`src/rtl/rtc_cal_pkg.sv`:
```
package rtc_cal_pkg;

   // field widths
   localparam int SEC_W = 6;
   localparam int MIN_W = 6;
   localparam int HR_W  = 5;
   localparam int DAY_W = 5;
   localparam int MON_W = 4;
   localparam int YR_W  = 6;
   localparam int WORD_W = 32;

   // field positions decoded by software
   localparam int SEC_LSB  = 0;
   localparam int MIN_LSB  = 8;
   localparam int HR_LSB   = 16;
   localparam int DAY_LSB  = 0;
   localparam int MON_LSB  = 8;
   localparam int YR_LSB   = 16;
   localparam int LEAP_POS = 22;

   // busy flags in the control word
   localparam int BUSY_TOD_POS  = 8;
   localparam int BUSY_DATE_POS = 7;

   // last values of the rolling fields
   localparam int SEC_LAST = 59;
   localparam int MIN_LAST = 59;
   localparam int HR_LAST  = 23;
   localparam int MON_LAST = 12;

   typedef struct packed {
      logic [HR_W-1:0]  hr;
      logic [MIN_W-1:0] mn;
      logic [SEC_W-1:0] sc;
   } tod_t;

   typedef struct packed {
      logic             leap;
      logic [YR_W-1:0]  yr;
      logic [MON_W-1:0] mon;
      logic [DAY_W-1:0] day;
   } cal_date_t;

   typedef enum logic [1:0] {
      SEL_CTRL = 2'd0,
      SEL_TOD  = 2'd1,
      SEL_DATE = 2'd2,
      SEL_NONE = 2'd3
   } reg_sel_e;

   function automatic logic [WORD_W-1:0] tod_to_word(tod_t t);
      logic [WORD_W-1:0] w;
      w = '0;
      w[SEC_LSB +: SEC_W] = t.sc;
      w[MIN_LSB +: MIN_W] = t.mn;
      w[HR_LSB  +: HR_W]  = t.hr;
      return w;
   endfunction

   function automatic tod_t word_to_tod(logic [WORD_W-1:0] w);
      tod_t t;
      t.sc = w[SEC_LSB +: SEC_W];
      t.mn = w[MIN_LSB +: MIN_W];
      t.hr = w[HR_LSB  +: HR_W];
      return t;
   endfunction

   function automatic logic [WORD_W-1:0] date_to_word(cal_date_t d);
      logic [WORD_W-1:0] w;
      w = '0;
      w[DAY_LSB +: DAY_W] = d.day;
      w[MON_LSB +: MON_W] = d.mon;
      w[YR_LSB  +: YR_W]  = d.yr;
      w[LEAP_POS]         = d.leap;
      return w;
   endfunction

   function automatic cal_date_t word_to_date(logic [WORD_W-1:0] w);
      cal_date_t d;
      d.day  = w[DAY_LSB +: DAY_W];
      d.mon  = w[MON_LSB +: MON_W];
      d.yr   = w[YR_LSB  +: YR_W];
      d.leap = w[LEAP_POS];
      return d;
   endfunction

endpackage

```
`src/rtl/rtc_field_step.sv`:
```
// One rolling field: next value and wrap indication.
module rtc_field_step #(
   parameter int W     = 6,
   parameter int FIRST = 0
) (
   input  logic         en,
   input  logic [W-1:0] cur,
   input  logic [W-1:0] last,
   output logic [W-1:0] nxt,
   output logic         wrap
);
   localparam logic [W-1:0] FIRST_V = W'(FIRST);

   if (W < 1 || W > 16) begin : g_bad_w
      $error("rtc_field_step: W out of range");
   end

   assign wrap = (cur >= last);

   always_comb begin
      if (!en)       nxt = cur;
      else if (wrap) nxt = FIRST_V;
      else           nxt = cur + 1'b1;
   end
endmodule

```
`src/rtl/rtc_commit_sync.sv`:
```
// Busy flag plus slow-domain synchronizer for one register's write.
module rtc_commit_sync #(
   parameter int STAGES = 2
) (
   input  logic clk,
   input  logic rst_n,
   input  logic slow_en,
   input  logic req,
   output logic pending,
   output logic commit
);
   if (STAGES < 1 || STAGES > 8) begin : g_bad_stages
      $error("rtc_commit_sync: STAGES must be 1..8");
   end

   logic [STAGES-1:0] stg;
   logic [STAGES-1:0] stg_shift;

   if (STAGES == 1) begin : g_one
      assign stg_shift = pending;
   end else begin : g_many
      assign stg_shift = {stg[STAGES-2:0], pending};
   end

   assign commit = slow_en & stg[STAGES-1];

   always_ff @(posedge clk) begin
      if (!rst_n)      pending <= 1'b0;
      else if (commit) pending <= 1'b0;
      else if (req)    pending <= 1'b1;
   end

   always_ff @(posedge clk) begin
      if (!rst_n) begin
         stg <= '0;
      end else if (slow_en) begin
         if (commit) stg <= '0;
         else        stg <= stg_shift;
      end
   end
endmodule

```
`src/rtl/rtc_tod_ctr.sv`:
```
// Seconds / minutes / hours counter with day carry.
module rtc_tod_ctr
   import rtc_cal_pkg::*;
(
   input  logic clk,
   input  logic rst_n,
   input  logic load,
   input  tod_t load_val,
   input  logic step,
   output tod_t q,
   output logic day_carry
);
   localparam logic [SEC_W-1:0] SEC_LAST_V = SEC_W'(SEC_LAST);
   localparam logic [MIN_W-1:0] MIN_LAST_V = MIN_W'(MIN_LAST);
   localparam logic [HR_W-1:0]  HR_LAST_V  = HR_W'(HR_LAST);

   logic s_wrap, m_wrap, h_wrap;
   logic m_en, h_en;
   tod_t nxt;

   assign m_en = step & s_wrap;
   assign h_en = m_en & m_wrap;
   assign day_carry = h_en & h_wrap;

   rtc_field_step #(.W(SEC_W), .FIRST(0)) i_sec (
      .en(step), .cur(q.sc), .last(SEC_LAST_V), .nxt(nxt.sc), .wrap(s_wrap));
   rtc_field_step #(.W(MIN_W), .FIRST(0)) i_min (
      .en(m_en), .cur(q.mn), .last(MIN_LAST_V), .nxt(nxt.mn), .wrap(m_wrap));
   rtc_field_step #(.W(HR_W), .FIRST(0)) i_hr (
      .en(h_en), .cur(q.hr), .last(HR_LAST_V), .nxt(nxt.hr), .wrap(h_wrap));

   always_ff @(posedge clk) begin
      if (!rst_n)    q <= '0;
      else if (load) q <= load_val;
      else if (step) q <= nxt;
   end
endmodule

```
`src/rtl/rtc_date_ctr.sv`:
```
// Day / month / year counter with stored leap flag.
module rtc_date_ctr
   import rtc_cal_pkg::*;
(
   input  logic      clk,
   input  logic      rst_n,
   input  logic      load,
   input  cal_date_t load_val,
   input  logic      step,
   output cal_date_t q
);
   localparam logic [MON_W-1:0] MON_LAST_V = MON_W'(MON_LAST);
   localparam logic [YR_W-1:0]  YR_LAST_V  = '1;

   function automatic logic [DAY_W-1:0] month_len(logic [MON_W-1:0] m, logic lp);
      case (m)
         MON_W'(2):  return lp ? DAY_W'(29) : DAY_W'(28);
         MON_W'(4),
         MON_W'(6),
         MON_W'(9),
         MON_W'(11): return DAY_W'(30);
         default:    return DAY_W'(31);
      endcase
   endfunction

   logic [DAY_W-1:0] day_last;
   logic d_wrap, mo_wrap, y_wrap;
   logic mo_en, y_en;
   cal_date_t nxt;

   assign day_last = month_len(q.mon, q.leap);
   assign mo_en    = step & d_wrap;
   assign y_en     = mo_en & mo_wrap;
   assign nxt.leap = q.leap;

   rtc_field_step #(.W(DAY_W), .FIRST(1)) i_day (
      .en(step), .cur(q.day), .last(day_last), .nxt(nxt.day), .wrap(d_wrap));
   rtc_field_step #(.W(MON_W), .FIRST(1)) i_mon (
      .en(mo_en), .cur(q.mon), .last(MON_LAST_V), .nxt(nxt.mon), .wrap(mo_wrap));
   rtc_field_step #(.W(YR_W), .FIRST(0)) i_yr (
      .en(y_en), .cur(q.yr), .last(YR_LAST_V), .nxt(nxt.yr), .wrap(y_wrap));

   logic unused_ywrap;
   assign unused_ywrap = y_wrap;

   always_ff @(posedge clk) begin
      if (!rst_n) begin
         q      <= '0;
         q.day  <= DAY_W'(1);
         q.mon  <= MON_W'(1);
      end else if (load) begin
         q <= load_val;
      end else if (step) begin
         q <= nxt;
      end
   end
endmodule

```
`src/rtl/rtc_cal_core.sv`:
```
module rtc_cal_core
   import rtc_cal_pkg::*;
#(
   parameter int SYNC_STAGES = 2
) (
   input  logic        clk,
   input  logic        rst_n,
   input  logic        slow_en,
   input  logic        sec_tick,
   input  logic        wr_en,
   input  logic [1:0]  addr,
   input  logic [31:0] wr_data,
   output logic [31:0] rd_data
);
   localparam int NREG = 2;   // index 0: time word, 1: date word

   if (SYNC_STAGES < 1 || SYNC_STAGES > 8) begin : g_bad_sync
      $error("rtc_cal_core: SYNC_STAGES must be 1..8");
   end

   reg_sel_e  sel;
   logic [NREG-1:0] wr_hit;
   logic [NREG-1:0] pend;
   logic [NREG-1:0] commit;
   logic      tick_go;
   logic      tod_carry;
   tod_t      sh_tod, tod_q;
   cal_date_t sh_date, date_q;

   assign sel = reg_sel_e'(addr);

   assign wr_hit[0] = wr_en && (sel == SEL_TOD)  && !pend[0];
   assign wr_hit[1] = wr_en && (sel == SEL_DATE) && !pend[1];

   for (genvar g = 0; g < NREG; g++) begin : g_sync
      rtc_commit_sync #(.STAGES(SYNC_STAGES)) i_sync (
         .clk     (clk),
         .rst_n   (rst_n),
         .slow_en (slow_en),
         .req     (wr_hit[g]),
         .pending (pend[g]),
         .commit  (commit[g])
      );
   end

   always_ff @(posedge clk) begin
      if (!rst_n) begin
         sh_tod  <= '0;
         sh_date <= '0;
      end else begin
         if (wr_hit[0]) sh_tod  <= word_to_tod(wr_data);
         if (wr_hit[1]) sh_date <= word_to_date(wr_data);
      end
   end

   assign tick_go = slow_en & sec_tick & ~(|commit);

   rtc_tod_ctr i_tod (
      .clk       (clk),
      .rst_n     (rst_n),
      .load      (commit[0]),
      .load_val  (sh_tod),
      .step      (tick_go),
      .q         (tod_q),
      .day_carry (tod_carry)
   );

   rtc_date_ctr i_date (
      .clk      (clk),
      .rst_n    (rst_n),
      .load     (commit[1]),
      .load_val (sh_date),
      .step     (tod_carry),
      .q        (date_q)
   );

   always_comb begin
      rd_data = '0;
      case (sel)
         SEL_CTRL: begin
            rd_data[BUSY_TOD_POS]  = pend[0];
            rd_data[BUSY_DATE_POS] = pend[1];
         end
         SEL_TOD:  rd_data = tod_to_word(tod_q);
         SEL_DATE: rd_data = date_to_word(date_q);
         default:  rd_data = '0;
      endcase
   end

   logic unused_bits;
   assign unused_bits = ^{wr_data[31:23], wr_data[15:14], wr_data[7:6]};
endmodule

```
`config.mk`:
```
export PLATFORM = sky130hd
export DESIGN_NAME = rtc_cal_core
export DESIGN_NICKNAME = d
export VERILOG_FILES = /design/src/rtl/rtc_cal_pkg.sv /design/src/rtl/rtc_field_step.sv /design/src/rtl/rtc_commit_sync.sv /design/src/rtl/rtc_tod_ctr.sv /design/src/rtl/rtc_date_ctr.sv /design/src/rtl/rtc_cal_core.sv
export SDC_FILE = /design/constraint.sdc
export NUM_CORES = 1
export LEC_CHECK = 0
export BUFFER_PORTS_ARGS = -buffer_cell sky130_fd_sc_hd__buf_2
export CORE_MARGIN = 8
export CORE_UTILIZATION = 50
export DETAILED_ROUTE_END_ITERATION = 10
export PLACE_DENSITY = 0.76
export SETUP_SLACK_MARGIN = 0.5
export SKIP_CTS_REPAIR_TIMING = 1
export SYNTH_ARGS = -nofsm -noshare
export SYNTH_HDL_FRONTEND = slang
export SYNTH_SLANG_ARGS = --single-unit
```
`constraint.sdc`:
```
create_clock -name clk -period 2.2 [get_ports clk]
set_input_delay 0.22 -clock clk [delete_from_list [all_inputs] [get_ports clk]]
set_output_delay 0.22 -clock clk [all_outputs]
set_load 0.05 [all_outputs]
```
Yosys cells after proc, flatten, opt, wreduce, memory -nomap -nowiden
Cells that the tools add are included. Widths: inputs -> output; s select.

Logic and storage cells: 90. Output and inout port bits: 32. Input port bits: 39. Register bits: 72.

Muxes and demuxes: 21. Reductions and logical operators: 21. Bitwise gates (word level): 11. Order comparisons: 6. Add/sub/neg operators: 6. Equality and inequality tests: 7.

Operators by type and width (count): $mux 17 (2); $mux 6 (5); $pmux 14 s2 (1); $add 6x1->6 const B (3); $ge 6x6->1 const B (3); $mux 16 (1); $mux 15 (1); $mux 5 (3); $pmux 6 s2 (1); $reduce_bool 2->1 (6); $add 5x1->5 const B (2); $pmux 5 s2 (1); $and 1x1->1 (9); $eq 4x3->1 const B (2); $eq 4x4->1 const B (2); $mux 4 (2); $reduce_and 2->1 (4); $pmux 2 s3 (1); $reduce_or 2->1 (3); $ge 5x5->1 (1); $ge 5x5->1 const B (1); $add 4x1->4 const B (1); $eq 4x2->1 const B (1); $ge 4x4->1 const B (1); other kinds (9) (15).

Longest topological paths before layout
Gate-level depths: netlist of the first run.

Depth after elaboration: 12. Mapped depth: 11. Depth with buffers taken out: 11.

Cells and area by module
A second synthesis of the first run with hierarchy kept.

Cell total of the unflattened synthesis: 596. Area, all modules: 5332.6 µm².

By module, submodules not included: rtc_cal_core (times used 1, sequential area each 660.6 µm², cells each 176, area an instance 1629.1 µm²); rtc_field_step at i_date.i_yr ... (times used 3, sequential area each 0.0 µm², cells each 44, area an instance 355.3 µm²); rtc_tod_ctr (times used 1, sequential area each 340.3 µm², cells each 80, area an instance 925.9 µm²); rtc_date_ctr (times used 1, sequential area each 320.3 µm², cells each 79, area an instance 757.0 µm²); rtc_field_step at i_tod.i_hr (times used 1, sequential area each 0.0 µm², cells each 41, area an instance 279.0 µm²); rtc_field_step at i_date.i_day (times used 1, sequential area each 0.0 µm², cells each 36, area an instance 267.8 µm²); rtc_commit_sync (times used 2, sequential area each 60.1 µm², cells each 13, area an instance 116.4 µm²); rtc_field_step at i_date.i_mon (times used 1, sequential area each 0.0 µm², cells each 26, area an instance 175.2 µm²).

Worst setup path before layout of the first run
No wires, ideal clock.

Path type: register to register. From: register i_date.q[5] in the netlist's numbering. To: register i_date.q[7] in the netlist's numbering. Cell stages (with the launch flop): 12. Data required time: 2.128 ns. Arrival time: 2.138 ns. Setup slack: -0.010 ns. Clock period less this slack: 2.210 ns. Buffers on the path: 0. Library setup time: 0.072 ns. Cell sequence: dfxtp_1 -> inv_1 -> ha_1 -> o21ai_0 -> a21oi_1 -> nor2_1 -> ha_1 -> nand2b_1 -> a21o_1 -> and4_1 -> nor2_1 -> mux2i_1.

Word-level cells in the longest chain between the ends: 7. Elaborated cells between the ends (all ways): 17.

RTL lines: from (decl) (line rtc_date_ctr.sv:10) `output cal_date_t q`; from (signal assigned) (line rtc_date_ctr.sv:52) `q <= load_val;`; from (signal assigned) (line rtc_date_ctr.sv:54) `q <= nxt;`; $eq 4x3->1 or $eq 4x4->1 (tied branches) (line rtc_date_ctr.sv:16) `case (m)`; $reduce_or 4->1 (line rtc_date_ctr.sv:16); $pmux 5 s2 (line rtc_date_ctr.sv:16); $ge 5x5->1 (line rtc_field_step.sv:18) `assign wrap = (cur >= last);`; $and 1x1->1 (line rtc_date_ctr.sv:32) `assign mo_en = step & d_wrap;`; $reduce_bool 2->1 (no source line); $reduce_and 2->1 (no source line).

Several ways; a longest one is shown, not always the timed one. The select of a mux whose other input is x is not followed. A chain may end at the register's enable or synchronous reset.

Worst setup path after layout of the first run
From: register i_date.q[6] in the netlist's numbering. To: register i_date.q[8] in the netlist's numbering.

Same word-level chain as after synthesis.

==> results of run 1 <==
==> registers in the layout, indices dropped and copies added, names as in the netlist <==
| name | count |
|---|---|
| i_date.q | 16 |
| g_sync.i_sync.pending | 2 |
| sh_date | 16 |
| sh_tod | 17 |
| i_tod.q | 17 |
| g_sync.i_sync.stg | 4 |
==> final cells by class <==
type	instances	area (um2)	area share [%]
clock buffers	10	128	2.68
well taps	102	128	2.68
multi-input cells	398	2490	52.3
inverters	9	38.8	0.814
flip-flops and latches	72	1460	30.7
clock inverters	5	35.0	0.735
repair buffers	76	483	10.1
==> cells by family (layout without fill, tap and decap cells) <==
logic type | Yosys count | in the layout | share of synthesized area (%)
flops | 72 | 72 | 37.1
fa+ha+maj | 16 | 16 | 5.09
other cells | 1 | 12 | 0.0965
buf+inv | 54 | 100 | 6.47
mux | 3 | 3 | 0.772
compound gates | 145 | 145 | 23.7
simple gates | 222 | 222 | 26.8
==> worst reg2reg max path: stages (launching register included) <==
cell and delay, ns:
dfxtp_4 0.40, inv_4 0.06, ha_1 0.18, nor2_1 0.10, nor2_1 0.05, nor2_1 0.11, ha_1 0.23, nand2b_4 0.16
a21o_4 0.24, and4_4 0.17, nor2_4 0.13, mux2i_1 0.23
==> how the worst max path moves through the flow <==
stage                   end  slack (ns)   startpoint  cells after the start
3_3_place_gp    i_date.q[5]        0.03  i_date.q[5]                     11
6_report        i_date.q[8]        0.08  i_date.q[6]                     11
4_1_cts         i_date.q[5]       -0.09  i_date.q[5]                     11
2_1_floorplan   i_date.q[5]        0.19  i_date.q[5]                     11
5_1_grt        i_date.q[12]       -0.06  i_date.q[5]                     12
3_5_place_dp    i_date.q[5]       -0.07  i_date.q[5]                     11
==> routing by layer <==
layer / wire length, um / part of all wire [%]
met4: 150 / 1.3
met2: 5370 / 46
met1: 5180 / 44
met3: 965 / 8.3
met5: 0 / 0
==> layout by cell type, fill, tap and decap left out, types with 4 or more instances in the layout <==
| cell type | count |
|---|---|
| a211oi_1 | 4 |
| a22oi_1 | 13 |
| and2_1 | 7 |
| nand4_1 | 5 |
| nor2_4 | 5 |
| ha_1 | 10 |
| nor2_1 | 26 |
| conb_1 | 12 |
| buf_6 | 4 |
| clkinvlp_4 | 4 |
| a31oi_1 | 10 |
| a21oi_1 | 56 |
| and3_1 | 4 |
| nand2b_1 | 6 |
| dfxtp_1 | 60 |
| nor3_1 | 9 |
| dfxtp_2 | 9 |
| nand2_1 | 102 |
| ha_4 | 4 |
| inv_1 | 6 |
| nand3_1 | 20 |
| nand3b_1 | 4 |
| o21ai_0 | 26 |
| buf_4 | 27 |
| nor2b_2 | 7 |
| buf_2 | 44 |
| nor2b_4 | 6 |
| o211ai_1 | 4 |
| clkbuf_8 | 9 |
==> where the power goes <==
group	switching [mW]	total, mW	internal (mW)
clock network	0.508	0.908	0.400
logic	0.181	0.267	0.0854
registers	0.0265	1.35	1.33
==> summary.txt, run 1 <==
Run status
  – Status: finished clean

Placed design
  – Gpl congestion: 0.904
  – Hpwl dp: 8360 um
  – IO buf count: 45
  – Pre-CTS setup slack: -0.0661 ns
  – Post-Place Cell Area: around 4400 um2
  – DP Cell Count: 651

Worst setup path
  – Critical Path RT: 2.48 ns
  – R2R Setup Slk: 0.08 ns
  – Crit-path leading delay family: simple AND/OR/NAND/NOR gates
  – R2R depth: 11
  – CP max FO: 5
  – Critical Path AT: around 2.4 ns
  – Worst setup SP type: flop
  – CP cell instances: inv_4 -> ha_1 -> nor2_1 -> nor2_1 -> nor2_1 -> ha_1 -> nand2b_4 -> a21o_4 -> and4_4 -> nor2_4 -> mux2i_1
  – CP Capture Type: flop
  – CP peak stage delay: 0.40 ns
  – Worst reg2reg startpoint: i_date.q[6]
  – WS Path Type: flop to flop
  – CP dominant cell by count: nor2_1
  – CP max stage cell: dfxtp_4
  – R2r endpoint: i_date.q[8]
  – WP buf/inv: 1

Die
  – Die area: 10900 um2
  – Row count: 32
  – Die height: 104 um
  – Initial cell density of the core: a little over 50%
  – Die X: between 100 and 150 um
  – I/O pins: 71
  – Core Footprint: 7650 um2

Timing
  – Period utilisation layout: 96.5%
  – FMAX: ~470 MHz
  – Final hold slack: 0.0977 ns
  – Slew Limit Fails: 0
  – Final Worst Setup Slack: 0.0771 ns
  – Worst rel slew slack: 41.7%
  – RSZ-0062 raised after global routing: true
  – Setup TNS: 0 ns
  – Final setup viols: 0
  – Worst Skew: 0.00772 ns
  – Minimum clock period: between 2 and 2.5 ns
  – Final Hold Viols: 0
  – Worst-Margin Slew: 0.873 ns

Yosys
  – EDFF count, synth: 0
  – Post-synth top area cell: dfxtp_1
  – Gate Count Post-Synth: 513
  – Synth top area share: approximately 37%
  – Seq/Total Area, Yosys: 37.1%
  – Synth cell count leaders: 103 x nand2_1, 72 x dfxtp_1, 58 x a21oi_1
  – Syn_area_per_cell: 7.58 um2
  – Synthesized area: 3890 um2
  – Synth async-reset ratio: 0%
  – YS warnings: 0
  – Most common cell in the netlist: nand2_1
  – Distinct cells, synth: 56
  – Synth area leaders: dfxtp_1 37%, nand2_1 9.9%, a21oi_1 7.5%
  – Seq cells post-synth: just over 70
  – Post-synth top flop: dfxtp_1

Clock network
  – Total CTS buffers: 9
  – Clock root buffer: clkbuf_8
  – CTS tree: done
  – Max clock buf depth: 2
  – H-tree depth: 3
  – Worst-skew pair later-pin latency: 0.35 ns
  – Clk sinks: 72
  – Clock slew at the register clock pins of the worst setup and hold paths: about 0.080 ns

Layout
  – Fin area: 4770 um2
  – Fin cells: 672
  – Filler cells: 694
  – Post-layout util: 62.3%
  – Antenna cells: 0
  – Fin nets: 620
  – Share of cells above drive strength 1: 27.0%
  – Area grow syn2layout: 22.6%

GRT
  – Met2 usage: 32.4%
  – Largest net degree at the start of global routing: between 50 and 60
  – Vias in the first global route: 3853
  – GR Util met3: just over 5%
  – Global route hottest layer: met2
  – First-pass GRT wire length: 18700 um
  – Remaining global-route overflow: 0
  – Total track usage: 20.6%
  – Initial antenna violation count: 0
  – Global-route track usage on met1: 27.2%

Min path
  – Hold path cells: 3
  – HP Class: primary input to flop
  – Worst hold path startpoint: wr_data[13]
  – Worst Hold End: sh_tod[11]

Routing
  – DR pass1 iterations: 7
  – Vias per cell: 5.95
  – DRC viols: 0
  – Via Count: around 4.0k
  – Drt total wl: 11700 um
  – Initial DRC count: around 330
  – Routed wire length per instance: 17.4 um
  – Final ANT Viol Nets: 0

Pwr
  – Pwr per Cell Area: 531 nW/um2
  – Total Power: between 2 and 3 mW
  – Leakage: 1.80 nW
  – IR Drop Worst-Case VDD: 0.000545 V

Run
  – Max-Cap Viols: 0
Note: power is estimated with default switching activity, not from simulation.
==> inputs of run 2 (changes only) <==
Settings changed: CORE_UTILIZATION 50 to 40, PLACE_DENSITY 0.76 to unset.
==> summary.txt, run 2 (same netlist as run 1, synthesis figures left out) <==
Run status
  – Status: finished, violations left
  – Failing checks: negative setup slack

Placed design
  – Post-Place Cell Area: 4510 um2
  – Hpwl dp: 8860 um
  – Gpl congestion: slightly below 0.9
  – IO buf count: 45

Worst setup path
  – CP Capture Type: flop
  – R2r endpoint: i_date.q[12]
  – CP max FO: 5
  – Critical Path RT: 2.47 ns
  – Worst setup SP type: flop
  – Critical Path AT: roughly 2.5 ns
  – R2R depth: 12
  – WS Path Type: flop to flop
  – R2R Setup Slk: -0.03 ns
  – Worst reg2reg startpoint: i_date.q[5]

GRT
  – GR Util met3: 3.38%
  – Total track usage: 18.5%
  – Met2 usage: between 20% and 30%
  – Global-route track usage on met1: 25.0%
  – Initial antenna violation count: 0
  – Largest net degree at the start of global routing: 51
  – First-pass GRT wire length: 19100 um
  – Global route hottest layer: met2
  – Vias in the first global route: 3657
  – Remaining global-route overflow: 0

Routing
  – DRC viols: 0
  – Via Count: 3931
  – Drt total wl: roughly 12000 um
  – Vias per cell: 5.51
  – DR pass1 iterations: 5
  – Final ANT Viol Nets: 0
  – Initial DRC count: around 300
  – Routed wire length per instance: ~17 um

Timing
  – Final Hold Viols: 0
  – Slew Limit Fails: 0
  – RSZ-0062 raised after global routing: true
  – Final Worst Setup Slack: -0.0264 ns
  – Worst rel slew slack: 38.1%
  – Period utilisation layout: 101%
  – FMAX: about 450 MHz
  – Final setup viols: 1
  – Worst-Margin Slew: 0.928 ns
  – Minimum clock period: 2.23 ns
  – Final hold slack: 0.103 ns
  – Worst Skew: 0.0105 ns

Die
  – Initial cell density of the core: 40.5%
  – Die height: around 110 um
  – Die X: 115 um
  – Core Footprint: 9590 um2
  – Row count: 36
  – I/O pins: 71
  – Die area: ~13000 um2

Clock network
  – H-tree depth: 3
  – Max clock buf depth: 2
  – Clock root buffer: clkbuf_8
  – Total CTS buffers: 9
  – CTS tree: done
  – Clk sinks: 72
  – Clock slew at the register clock pins of the worst setup and hold paths: around 0.090 ns
  – Worst-skew pair later-pin latency: between 0.3 and 0.4 ns

Layout
  – Fin nets: 630
  – Multi-input gate area: 2530 um2
  – Commonest non-fill, non-tap cell in the layout: nand2_1
  – Filler cells: just over 900
  – Antenna cells: 0
  – Reg area: 1460 um2
  – Most frequent cells in the layout: 102 x nand2_1, 62 x dfxtp_1, 54 x a21oi_1
  – Area grow syn2layout: 28.5%
  – Fin area: 5000 um2
  – Largest regs: i_tod.q: 17 flops, sh_tod: 17 flops
  – Share of cells above drive strength 1: 29.4%

Pwr
  – Net Switching: ~0.77 mW
  – Sw frac: 27.0%
  – Comb power frac: 9.7%
  – Clock power share: 42.5%
  – IR Drop Worst-Case VDD: roughly 0.00029 V
  – Sequential share of power: 47.9%
  – Pwr per Cell Area: 567 nW/um2
  – Leakage: 1.89 nW
  – Int Pwr: 2.07 mW

Min path
  – Hold path cells: 3
  – HP Class: primary input to flop
  – Worst hold path startpoint: wr_data[22]
  – Worst Hold End: sh_date[15]

Run
  – Max-Cap Viols: 0
-- run 2: power groups by stage --
stage               clock network (mW)  registers [mW]  logic [mW]
floorplan                            0            1.38       0.199
global placement                     0            1.39       0.262
detailed placement                   0            1.39       0.264
CTS                               1.23            1.36       0.265
global route                      1.28            1.36       0.301
finish                            1.20            1.36       0.274
-- run 2: cell type report --
class,count,area share (%)
multi-input cells,398,50.7
clock buffers,9,2.48
clock inverters,7,2.05
flip-flops and latches,72,29.2
inverters,9,0.776
well taps,133,3.33
repair buffers,86,11.5
-- run 2: per-layer routing --
layer | vias to the layer above | share of wire (%)
met4 | 0 | 1.1
met1 | 1843 | 47
met5 | - | 0
li1 | 1920 | -
met3 | 16 | 6.8
met2 | 152 | 45
-- run 2: per-stage QoR --
stage          setup WS (ns)  cells  TNS (ns)  power (mW)  util [%]
6_report             -0.0264    714   -0.0264        2.83      52.1
2_1_floorplan          0.194    524         0        1.58         -
3_5_place_dp         -0.0359    690   -0.0359        1.65      47.0
4_1_cts              -0.0640    706   -0.0695        2.85      49.3
3_3_place_gp        -0.00170    690  -0.00170        1.65      47.0
5_1_grt               -0.135    714    -0.690        2.94      52.1
-- run 2: worst max path at each step --
stage / startpoint / to / slack, ns / cells after the start
floorplan: i_date.q[5] / i_date.q[5] / 0.19 / 11
global placement: i_date.q[6] / i_date.q[5] / -0.002 / 11
detailed placement: i_date.q[6] / i_date.q[5] / -0.04 / 11
CTS: i_date.q[6] / i_date.q[5] / -0.06 / 11
global route: i_date.q[5] / i_date.q[12] / -0.13 / 12
finish: i_date.q[5] / i_date.q[12] / -0.03 / 12
-- run 2: worst max-delay path, cell delays in order (launching register included) --
cell and delay [ns]:
dfxtp_4 0.37, inv_4 0.08, ha_4 0.13, nand2b_1 0.07, a21oi_2 0.14, nor2_2 0.06
ha_1 0.27, nand2b_4 0.12, a21o_1 0.18, nand4_1 0.18, buf_4 0.20, o31a_1 0.24
nor3_1 0.13
==> inputs of run 3 (changes only) <==
Settings changed: SYNTH_HIERARCHICAL set to 1.
==> summary.txt, run 3 <==
Run
  – Max-Cap Viols: 0

Timing
  – Final Hold Viols: 0
  – Worst-Margin Slew: 0.550 ns
  – RSZ-0062 raised after global routing: true
  – Period utilisation layout: 113%
  – Setup TNS: -2.68 ns
  – Worst rel slew slack: 63.3%
  – Final setup viols: 19
  – Slew Limit Fails: 0
  – Minimum clock period: approximately 2.5 ns
  – Final Worst Setup Slack: -0.289 ns
  – FMAX: 402 MHz
  – Worst Skew: 0.00969 ns
  – Final hold slack: between 0.1 and 0.15 ns

Layout
  – Multi-input gate area: 3950 um2
  – Fin area: 7110 um2
  – Antenna cells: 0
  – Fin nets: 812
  – Reg area: 1460 um2
  – Commonest non-fill, non-tap cell in the layout: nand2_1
  – Area grow syn2layout: 33.3%
  – Share of cells above drive strength 1: 37.5%
  – Filler cells: 1204
  – Largest regs: i_tod/q: 17 flops, sh_tod: 17 flops
  – Most frequent cells in the layout: 71 x nand2_1, 66 x buf_4, 60 x dfxtp_1

Yosys
  – Seq cells post-synth: 72
  – Post-synth top area cell: dfxtp_1
  – Post-synth top flop: dfxtp_1
  – Synth async-reset ratio: 0%
  – Synth cell count leaders: 73 x nand2_1, 72 x dfxtp_1, 50 x inv_1
  – Synthesized area: 5330 um2
  – Seq/Total Area, Yosys: 27.0%
  – Synth top area share: a little over a quarter
  – EDFF count, synth: 0
  – Synth area leaders: dfxtp_1 27%, ha_1 9.9%, mux2i_1 9.2%
  – Syn_area_per_cell: slightly below 9 um2
  – Distinct cells, synth: 62
  – Gate Count Post-Synth: 596
  – YS warnings: 6
  – Most common cell in the netlist: nand2_1

Worst setup path
  – WP buf/inv: 2
  – Critical Path AT: 2.70 ns
  – WS Path Type: flop to flop
  – CP cell instances: buf_4 -> nand3b_1 -> o31a_1 -> ha_1 -> nor2b_4 -> o21ai_2 -> a31oi_4 -> inv_2 -> and3_4 -> nand4_4 -> nor2_4 -> xnor2_1 -> a21oi_2 -> mux2i_1 -> a21oi_1
  – CP max FO: 8
  – CP Capture Type: flop
  – Crit-path leading delay family: simple AND/OR/NAND/NOR gates
  – Worst setup SP type: flop
  – Critical Path RT: approximately 2.4 ns
  – CP max stage cell: dfxtp_2
  – CP peak stage delay: 0.34 ns

Routing
  – Length of routed met3 wiring: 897 um
  – DR pass1 iterations: 4
  – Drt total wl: 14600 um
  – Met2 wire length: 6560 um
  – Vias per cell: 5.06
  – Top sig layer: met4
  – Routed wire length per instance: 16.0 um
  – Metal-1 WL: 6960 um
  – DRC viols: 0
  – Via Count: between 4k and 5k
  – Initial DRC count: 300
  – Final ANT Viol Nets: 0

Pwr
  – Pwr per Cell Area: 482 nW/um2
  – IR Drop Worst-Case VDD: 0.000262 V
  – Leakage: 3.45 nW

Die
  – Initial cell density of the core: approximately two fifths
  – I/O pins: a little over 70
  – Die area: 17300 um2
  – Core Footprint: approximately 13000 um2
  – Die X: 131 um
  – Row count: 42
  – Die height: ~130 um

Run status
  – Status: finished, violations left
  – Failing checks: negative setup slack

GRT
  – Largest net degree at the start of global routing: 50
  – First-pass GRT wire length: 22500 um
  – Remaining global-route overflow: 0
  – Total track usage: around 16%
  – Initial antenna violation count: 0
  – Vias in the first global route: about 4.4k

Clock network
  – Max clock buf depth: 2
  – Clock root buffer: clkbuf_16
  – Clk sinks: 72
  – H-tree depth: 3
  – Worst-skew pair later-pin latency: 0.34 ns
  – CTS tree: done
  – Clock slew at the register clock pins of the worst setup and hold paths: 0.06 ns
  – Total CTS buffers: 9

Placed design
  – Hpwl dp: 10800 um
  – Pre-CTS setup slack: -0.290 ns
  – IO buf count: 45
  – Post-Place Cell Area: 6320 um2
  – Gpl congestion: 0.866

Min path
  – HP Class: primary input to flop
[run 3: cell types whose count changed in the layout (fill, tap and decap cells not counted), moves of 11 or more]
cell,previous run,this run
a21oi_1,54,27
a21oi_2,3,14
a22o_1,1,14
a22oi_1,12,1
buf_4,35,66
conb_1,12,42
ha_1,10,28
inv_1,6,46
mux2_4,0,17
mux2i_1,3,49
nand2_1,102,71
nand3_1,20,7
nor2_1,25,8
o211a_1,1,17
[run 3: layout make-up]
cell class / count / area share, %
Multi-Input combinational cell: 469 / 55.5
Sequential cell: 72 / 20.6
Timing Repair Buffer: 126 / 13.5
Clock buffer: 9 / 3.17
Tap cell: 176 / 3.10
Inverter: 53 / 2.83
Clock inverter: 7 / 1.32
[run 3: power breakdown]
part	leakage, nW	total (mW)	internal, mW	switching (mW)
Clock	0.156	1.59	0.994	0.596
Combinational	2.71	0.481	0.197	0.284
Sequential	0.588	1.36	1.33	0.0229
[run 3: stage by stage]
stage / total power, mW / std cells / util [%]
6_report: 3.43 / 912 / 54.1
5_1_grt: 3.56 / 912 / 54.1
4_1_cts: 3.40 / 892 / 50.5
3_5_place_dp: 1.80 / 876 / 48.1
3_3_place_gp: 1.79 / 876 / 48.1
2_1_floorplan: 1.71 / 633 / -
[run 3: kinds of logic after synthesis]
logic type / after synthesis / synth area share, %
buf+inv: 94 / 9.53
xor+xnor: 8 / 1.31
compound gates: 138 / 20.2
flops: 72 / 27.0
fa+ha+maj: 42 / 9.85
simple gates: 169 / 17.8
mux: 68 / 13.9
other cells: 5 / 0.352
[run 3: path summary, 6_finish.rpt]
path / start / depth (start not counted) / to / slack [ns]
min: wr_data[13] / 3 / sh_tod[11] / 0.13
max: i_date/q[5] / 15 / i_date/q[14] / -0.29
max reg2reg: i_date/q[5] / 15 / i_date/q[14] / -0.29
min reg2reg: g_sync[1].i_sync/stg[0] / 2 / g_sync[1].i_sync/stg[1] / 0.45
[run 3: per-layer routing]
layer  track usage [%]  up-vias
li1                  -     2308
met1              22.0     2175
met2              24.1      122
met3              3.28       14
met4              4.59        0
met5                 0        -
[run 3: tightest hold or removal path, delay by kind of cell]
family / cells / cell delay (ns)
buffers and inverters: 1 / 0.10
multiplexers: 1 / 0.06
AND/OR/NAND/NOR: 1 / 0.04
